`config.mk`:
```
export PLATFORM = sky130hd
export DESIGN_NAME = tmr_regbank
export DESIGN_NICKNAME = d
export VERILOG_FILES = /design/src/rtl/tmr_regbank_pkg.sv /design/src/rtl/tmr_addr_dec.sv /design/src/rtl/tmr_chan_regs.sv /design/src/rtl/tmr_regbank.sv
export SDC_FILE = /design/constraint.sdc
export NUM_CORES = 1
export LEC_CHECK = 0
export ABC_AREA = 1
export BUFFER_PORTS_ARGS = -buffer_cell sky130_fd_sc_hd__buf_4
export CORE_MARGIN = 2
export CORE_UTILIZATION = 50
export DETAILED_ROUTE_END_ITERATION = 10
export PLACE_DENSITY = 0.86
export SYNTH_ARGS = -nofsm -noshare
export SYNTH_HDL_FRONTEND = slang
export SYNTH_SLANG_ARGS = --single-unit
```
`constraint.sdc`:
```
create_clock -name clk -period 1.7 [get_ports clk]
set_input_delay 0.085 -clock clk [delete_from_list [all_inputs] [get_ports clk]]
set_output_delay 0.085 -clock clk [all_outputs]
set_load 0.03 [all_outputs]
```
`src/rtl/tmr_regbank_pkg.sv`:
```
package tmr_regbank_pkg;
  localparam int BUS_W   = 32;
  localparam int BE_W    = BUS_W / 8;
  localparam int CTL_W   = 11;
  localparam int B_MODE  = 0;
  localparam int B_DOWN  = 1;
  localparam int B_GEN   = 2;
  localparam int B_CAP   = 3;
  localparam int B_AUTO  = 4;
  localparam int B_LOAD  = 5;
  localparam int B_IE    = 6;
  localparam int B_TEN   = 7;
  localparam int B_FLAG  = 8;
  localparam int B_PWM   = 9;
  localparam int B_ENALL = 10;

  typedef enum logic [1:0] {
    SEL_CTL  = 2'd0,
    SEL_LOAD = 2'd1,
    SEL_CNT  = 2'd2,
    SEL_NONE = 2'd3
  } reg_sel_e;

  // byte-lane merge of a write into an old word
  function automatic logic [BUS_W-1:0] lane_merge(input logic [BUS_W-1:0] old_w,
                                                   input logic [BUS_W-1:0] new_w,
                                                   input logic [BE_W-1:0]  be);
    logic [BUS_W-1:0] r;
    for (int i = 0; i < BUS_W; i++) r[i] = be[i/8] ? new_w[i] : old_w[i];
    return r;
  endfunction
endpackage

```
`src/rtl/tmr_addr_dec.sv`:
```
module tmr_addr_dec
  import tmr_regbank_pkg::*;
#(
  parameter int ADDR_W = 5
) (
  input  logic [ADDR_W-1:0] addr,
  output logic              ch,
  output reg_sel_e          sel
);
  logic hi_zero;
  logic unused_lsb;
  assign unused_lsb = ^addr[1:0];

  generate
    if (ADDR_W > 5) begin : g_hi
      assign hi_zero = ~|addr[ADDR_W-1:5];
    end else begin : g_nohi
      assign hi_zero = 1'b1;
    end
  endgenerate

  assign ch  = addr[4];
  assign sel = hi_zero ? reg_sel_e'(addr[3:2]) : SEL_NONE;
endmodule

```
`src/rtl/tmr_chan_regs.sv`:
```
module tmr_chan_regs
  import tmr_regbank_pkg::*;
#(
  parameter int CNT_W = 16
) (
  input  logic             clk,
  input  logic             rst_n,
  input  logic             wr_ctl,
  input  logic             wr_load,
  input  logic [BUS_W-1:0] wdata,
  input  logic [BE_W-1:0]  be,
  input  logic             set_en,
  input  logic             ev,
  input  logic             cap_we,
  input  logic [CNT_W-1:0] cap_val,
  output logic [9:0]       ctl_q,
  output logic [CNT_W-1:0] load_q
);
  logic [9:0]       ctl_d;
  logic [CNT_W-1:0] load_d;
  logic             flag_clr;
  logic             flag_set;
  logic [BUS_W-1:0] old32;
  logic [BUS_W-1:0] mrg32;
  logic             unused_hi;

  assign unused_hi = ^{wdata[BUS_W-1:11], wdata[10], mrg32};
  assign flag_clr  = wr_ctl && be[1] && wdata[B_FLAG];
  assign flag_set  = ev;

  always_comb begin
    ctl_d = ctl_q;
    if (wr_ctl && be[0]) ctl_d[7:0] = wdata[7:0];
    if (wr_ctl && be[1]) ctl_d[B_PWM] = wdata[B_PWM];
    if (set_en)          ctl_d[B_TEN] = 1'b1;
    if (flag_set)        ctl_d[B_FLAG] = 1'b1;
    else if (flag_clr)   ctl_d[B_FLAG] = 1'b0;
  end

  always_comb begin
    old32 = '0;
    old32[CNT_W-1:0] = load_q;
    mrg32 = lane_merge(old32, wdata, be);
    load_d = load_q;
    if (cap_we)       load_d = cap_val;
    else if (wr_load) load_d = mrg32[CNT_W-1:0];
  end

  always_ff @(posedge clk or negedge rst_n) begin
    if (!rst_n) begin
      ctl_q  <= '0;
      load_q <= '0;
    end else begin
      ctl_q  <= ctl_d;
      load_q <= load_d;
    end
  end

  p_event_sets_r5: assert property (@(posedge clk) disable iff (!rst_n)
    ev |=> ctl_q[B_FLAG]);
  p_w1c_clears_r5: assert property (@(posedge clk) disable iff (!rst_n)
    (flag_clr && !ev) |=> !ctl_q[B_FLAG]);
  p_zero_keeps_r5: assert property (@(posedge clk) disable iff (!rst_n)
    (wr_ctl && be[1] && !wdata[B_FLAG] && !ev) |=> $stable(ctl_q[B_FLAG]));
  p_event_wins_r6: assert property (@(posedge clk) disable iff (!rst_n)
    (flag_clr && ev) |=> ctl_q[B_FLAG]);
  p_enall_sets_r3: assert property (@(posedge clk) disable iff (!rst_n)
    set_en |=> ctl_q[B_TEN]);
  p_capture_r11: assert property (@(posedge clk) disable iff (!rst_n)
    cap_we |=> (load_q == $past(cap_val)));
endmodule

```
`src/rtl/tmr_regbank.sv`:
```
module tmr_regbank
  import tmr_regbank_pkg::*;
#(
  parameter int CNT_W  = 16,
  parameter int ADDR_W = 5
) (
  input  logic                       clk,
  input  logic                       rst_n,
  input  logic [ADDR_W-1:0]          bus_addr,
  input  logic [31:0]                bus_wdata,
  input  logic [3:0]                 bus_be,
  input  logic                       bus_wr,
  input  logic                       bus_rd,
  output logic [31:0]                bus_rdata,
  output logic                       bus_ack,
  input  logic [1:0]                 ch_event,
  input  logic [1:0]                 ch_cap_we,
  input  logic [1:0][CNT_W-1:0]      ch_cap_val,
  input  logic [1:0][CNT_W-1:0]      ch_count,
  output logic [1:0][10:0]           ch_ctl,
  output logic [1:0][CNT_W-1:0]      ch_load,
  output logic [1:0]                 ch_load_rd,
  output logic                       irq
);
  localparam int NCH = 2;

  logic           dec_ch;
  reg_sel_e       dec_sel;
  logic           enall_q;
  logic           ctl_wr_any;
  logic           enall_set;
  logic [NCH-1:0] wr_ctl;
  logic [NCH-1:0] wr_load;
  logic [NCH-1:0] irq_ch;
  logic [NCH-1:0][9:0] ctl_vec;
  logic [NCH-1:0][BUS_W-1:0] load32;
  logic [NCH-1:0][BUS_W-1:0] cnt32;
  logic [BUS_W-1:0] rd_word;

  tmr_addr_dec #(.ADDR_W(ADDR_W)) u_dec (
    .addr (bus_addr),
    .ch   (dec_ch),
    .sel  (dec_sel)
  );

  assign ctl_wr_any = bus_wr && (dec_sel == SEL_CTL);
  assign enall_set  = ctl_wr_any && bus_be[1] && bus_wdata[B_ENALL];

  generate
    for (genvar c = 0; c < NCH; c++) begin : g_ch
      assign wr_ctl[c]  = ctl_wr_any && (dec_ch == c[0]);
      assign wr_load[c] = bus_wr && (dec_sel == SEL_LOAD) && (dec_ch == c[0]);

      tmr_chan_regs #(.CNT_W(CNT_W)) u_regs (
        .clk     (clk),
        .rst_n   (rst_n),
        .wr_ctl  (wr_ctl[c]),
        .wr_load (wr_load[c]),
        .wdata   (bus_wdata),
        .be      (bus_be),
        .set_en  (enall_set),
        .ev      (ch_event[c]),
        .cap_we  (ch_cap_we[c]),
        .cap_val (ch_cap_val[c]),
        .ctl_q   (ctl_vec[c]),
        .load_q  (ch_load[c])
      );

      assign ch_ctl[c] = {enall_q, ctl_vec[c]};
      assign irq_ch[c] = ctl_vec[c][B_FLAG] && ctl_vec[c][B_IE];

      always_comb begin
        load32[c] = '0;
        load32[c][CNT_W-1:0] = ch_load[c];
        cnt32[c] = '0;
        cnt32[c][CNT_W-1:0] = ch_count[c];
      end
    end
  endgenerate

  assign irq = |irq_ch;

  always_comb begin
    rd_word = '0;
    case (dec_sel)
      SEL_CTL:  rd_word[CTL_W-1:0] = ch_ctl[dec_ch];
      SEL_LOAD: rd_word = load32[dec_ch];
      SEL_CNT:  rd_word = cnt32[dec_ch];
      default:  rd_word = '0;
    endcase
  end

  always_ff @(posedge clk or negedge rst_n) begin
    if (!rst_n) begin
      enall_q    <= 1'b0;
      bus_ack    <= 1'b0;
      bus_rdata  <= '0;
      ch_load_rd <= '0;
    end else begin
      if (ctl_wr_any && bus_be[1]) enall_q <= bus_wdata[B_ENALL];
      bus_ack    <= bus_wr || bus_rd;
      bus_rdata  <= bus_rd ? rd_word : '0;
      ch_load_rd <= '0;
      if (bus_rd && dec_sel == SEL_LOAD) ch_load_rd[dec_ch] <= 1'b1;
    end
  end

  p_ack_r9: assert property (@(posedge clk) disable iff (!rst_n)
    (bus_wr || bus_rd) |=> bus_ack);
  p_no_ack_r9: assert property (@(posedge clk) disable iff (!rst_n)
    !(bus_wr || bus_rd) |=> !bus_ack);
  p_unmapped_zero_r1: assert property (@(posedge clk) disable iff (!rst_n)
    (bus_rd && dec_sel == SEL_NONE) |=> (bus_rdata == '0));
  p_load_rd_ack_r10: assert property (@(posedge clk) disable iff (!rst_n)
    (|ch_load_rd) |-> (bus_ack && $onehot0(ch_load_rd)));
  p_irq_gated_r7: assert property (@(posedge clk) disable iff (!rst_n)
    (!ch_ctl[0][B_IE] && !ch_ctl[1][B_IE]) |-> !irq);
  p_enall_both_r3: assert property (@(posedge clk) disable iff (!rst_n)
    enall_set |=> (ch_ctl[0][B_TEN] && ch_ctl[1][B_TEN] && ch_ctl[0][B_ENALL]));
endmodule

```
==> summary.md <==
| Metric | Value |
|---|---|
| Area grow syn2layout | 36.6% |
| Net count, final | 862 |
| CTS tree | done |
| Most frequent cells after synthesis | nand2_1 (244), inv_1 (80), dfrtp_1 (72) |
| Clk pin slew, worst setup/hold paths | 0.08 ns |
| Ant diodes | 0 |
| Total die area | 8890 sq um |
| Tcrit/Tclk final | 0.814 |
| WL/cell | around 15 um |
| CP Data Arrival Time | between 1.5 and 2 ns |
| Slew headroom | 0.603 |
| Slew Viols, Final | 0 |
| Initial DRC count | about 280 |
| Post-DRT Antenna Nets | 0 |
| WL final | ~12000 um |
| Tmin final | roughly 1.4 ns |
| Initial Utilization | 0.522 |
| Via count | 4216 |
| Setup crit end kind | register |
| Min-delay worst type | in -> reg |
| Layout cells sized above 1 | 0.268 |
| Routability cong. | 0.879 |
| Post-Syn Area | 4080 sq um |
| Synthesized flop and latch total | between 70 and 80 |
| Mapped Cells | between 500 and 600 |
| Largest net degree at the start of global routing | 43 |
| Final hold slack | roughly 0.026 ns |
| Final Cell Area | roughly 5600 sq um |
| Synth Area per Inst | 7.02 sq um |
| Synth area leaders | dfrtp_1 (44%), nand2_1 (22%), inv_1 (7.4%) |
| Status | complete, no violations |
| Die height | 94.3 um |
| Leakage | 3.23 nW |
| Yosys Warn Count | 0 |
| Most frequent cell after synthesis | nand2_1 |
| Antenna violations before repair | 0 |
| Worst skew pair latency | between 0.3 and 0.4 ns |
| Clock Skew | ~0.007 ns |
| Register area share after synthesis | 0.442 |
| Router iterations before antenna repair | 5 |
| Max Cap Viol | 0 |
| Post-DP HPWL | approximately 9400 um |
| Die Wd | 94.3 um |
| CP max FO | 3 |
| Synth top area share | 0.442 |
| Area of placed instances | between 5000 and 6000 sq um |
| Yosys cell types | 25 |
| TritonCTS buffer count | 9 |
| Cts repair resizes | 0 |
| GRT Total Usage | 0.278 |
| Area leader, netlist | dfrtp_1 |
| Row count | 32 |
| Longest Clk Path Bufs | 2 |
| Actual slew at the worst max-slew pin | 0.595 ns |
| Async SR Flop Fraction | 1.00 |
| CP max stage cell | dlygate4sd3_1 |
| H-tree levels | 3 |
| Port buffer count | approximately 170 |
| Post-CTS Setup Inserts | 0 |
| VDD IR max | approximately 600 uV |
| Via density | ~5 |
| # clock sinks | 72 |
| RSZ-0062 raised after global routing | no |
| Final worst slack | ~0.32 ns |
| Power per cell area | ~940 nW/um^2 |
| Vias in the first global route | between 3000 and 4000 |
| Top FF cell, synth | dfrtp_1 |
| Setup violators final | 0 |
| # IOs | approximately 200 |
| Final TNS setup | 0 ns |
| Core Footprint | 7810 sq um |
| Kind of critical path | in -> reg |
| Most frequent CP cell | dlygate4sd3_1 |
| Final Hold Viols | 0 |
| CP max stage delay | 0.56 ns |
| Pre-CTS setup slack | 0.242 ns |
| # DRC | 0 |
| CP Launch Type | input pin |
| Grt ovf | 0 |
| First-pass GRT wire length | between 15000 and 20000 um |
| # hold bufs at CTS | 7 |
| EDFF count, synth | 0 |
| Cell at the root of the clock tree | clkbuf_8 |
| Fmax achieved | 723 MHz |
| Crit path cell chain | dlygate4sd3_1 > buf_4 > or2_2 > dlygate4sd3_1 |
| Worst Path Required | about 1.9 ns |
cell families (layout without fill, tap and decap cells):
group | after synthesis | after routing | share of synthesized area
AND/OR/NAND/NOR | 292 | 292 | 0.287
buffers and inverters | 127 | 280 | 0.144
AO/OA/AOI/OAI | 85 | 85 | 0.114
flip-flops | 72 | 72 | 0.442
adder cells (fa/ha/maj) | 4 | 4 | 0.0123
other | 1 | 16 | 0.000920
layer usage:
metal / routed length (um) / part of all wire / track usage / up-vias
met5: 0 / 0 / 0 / -
met4: 155 / 0.013 / 0.0882 / 0
met3: 1050 / 0.085 / 0.0361 / 15
met2: 6080 / 0.49 / 0.467 / 214
met1: 5080 / 0.41 / 0.373 / 1916
li1: - / - / - / 2071
worst paths after layout:
check | startpoint | to | slack (ns) | cells after the start
min reg2reg | g_ch[0].u_regs.load_q[0] | g_ch[0].u_regs.load_q[0] | 0.51 | 2
max | bus_rd | bus_ack | 0.32 | 4
max in group asynchronous | rst_n | bus_rdata[6] | 0.84 | 3
min | bus_wdata[10] | enall_q | 0.03 | 3
max reg2reg | g_ch[1].u_regs.load_q[5] | bus_rdata[5] | 0.75 | 6
min in group asynchronous | rst_n | g_ch[0].u_regs.load_q[8] | 0.19 | 2
where the power goes:
| part | internal, mW | total [mW] | switching [mW] |
|---|---|---|---|
| clock | 0.815 | 1.45 | 0.632 |
| sequential | 1.92 | 2.10 | 0.180 |
| combinational | 0.615 | 1.67 | 1.06 |
| total | 3.35 | 5.22 | 1.87 |
worst max-delay path: cells and delay by family:
kind | cells | cell delay, ns
simple gates | 1 | 0.28
buf+inv | 3 | 1.25
area by class of cell:
cell class                      count  area, sq um
Inverter                           84          315
Timing Repair Buffer              181         1380
Sequential cell                    72         1800
Tap cell                          102          128
Clock buffer                       11          131
Clock inverter                      4         70.1
Fill cell                         646         2240
Multi-Input combinational cell    397         1750
state kept, by name, summed over array words and instances, names as in the netlist:
register            count
ch_load_rd              2
bus_rdata              16
enall_q                 1
bus_ack                 1
g_ch.u_regs.load_q     32
g_ch.u_regs.ctl_q      20
layout by cell type, fill, tap and decap left out:
cell type,Yosys,layout
ha_1,4,4
nor3_1,2,2
o21ai_1,4,4
o21ai_4,1,1
clkbuf_8,0,9
nand3_1,26,26
clkinv_2,0,2
o21ai_0,57,57
dlygate4sd3_1,0,7
nor2_4,1,1
nand2_1,244,244
conb_1,1,16
inv_1,80,80
inv_2,4,4
a21oi_1,11,11
o211ai_1,11,11
dfrtp_1,72,72
or2_2,1,1
nand4_2,1,1
nor2_1,11,11
bufinv_16,0,2
clkbuf_1,8,2
o21bai_1,1,1
buf_4,24,174
nand3_2,1,1
nand2_2,5,5
through the flow:
stage | utilization | std cells | total power [mW]
2_1_floorplan | - | 596 | 3.07
3_3_place_gp | 0.678 | 829 | 3.74
3_5_place_dp | 0.678 | 829 | 3.78
4_1_cts | 0.713 | 851 | 5.22
5_1_grt | 0.713 | 851 | 5.45
6_report | 0.713 | 851 | 5.22
Note: power is estimated with default switching activity, not from simulation.
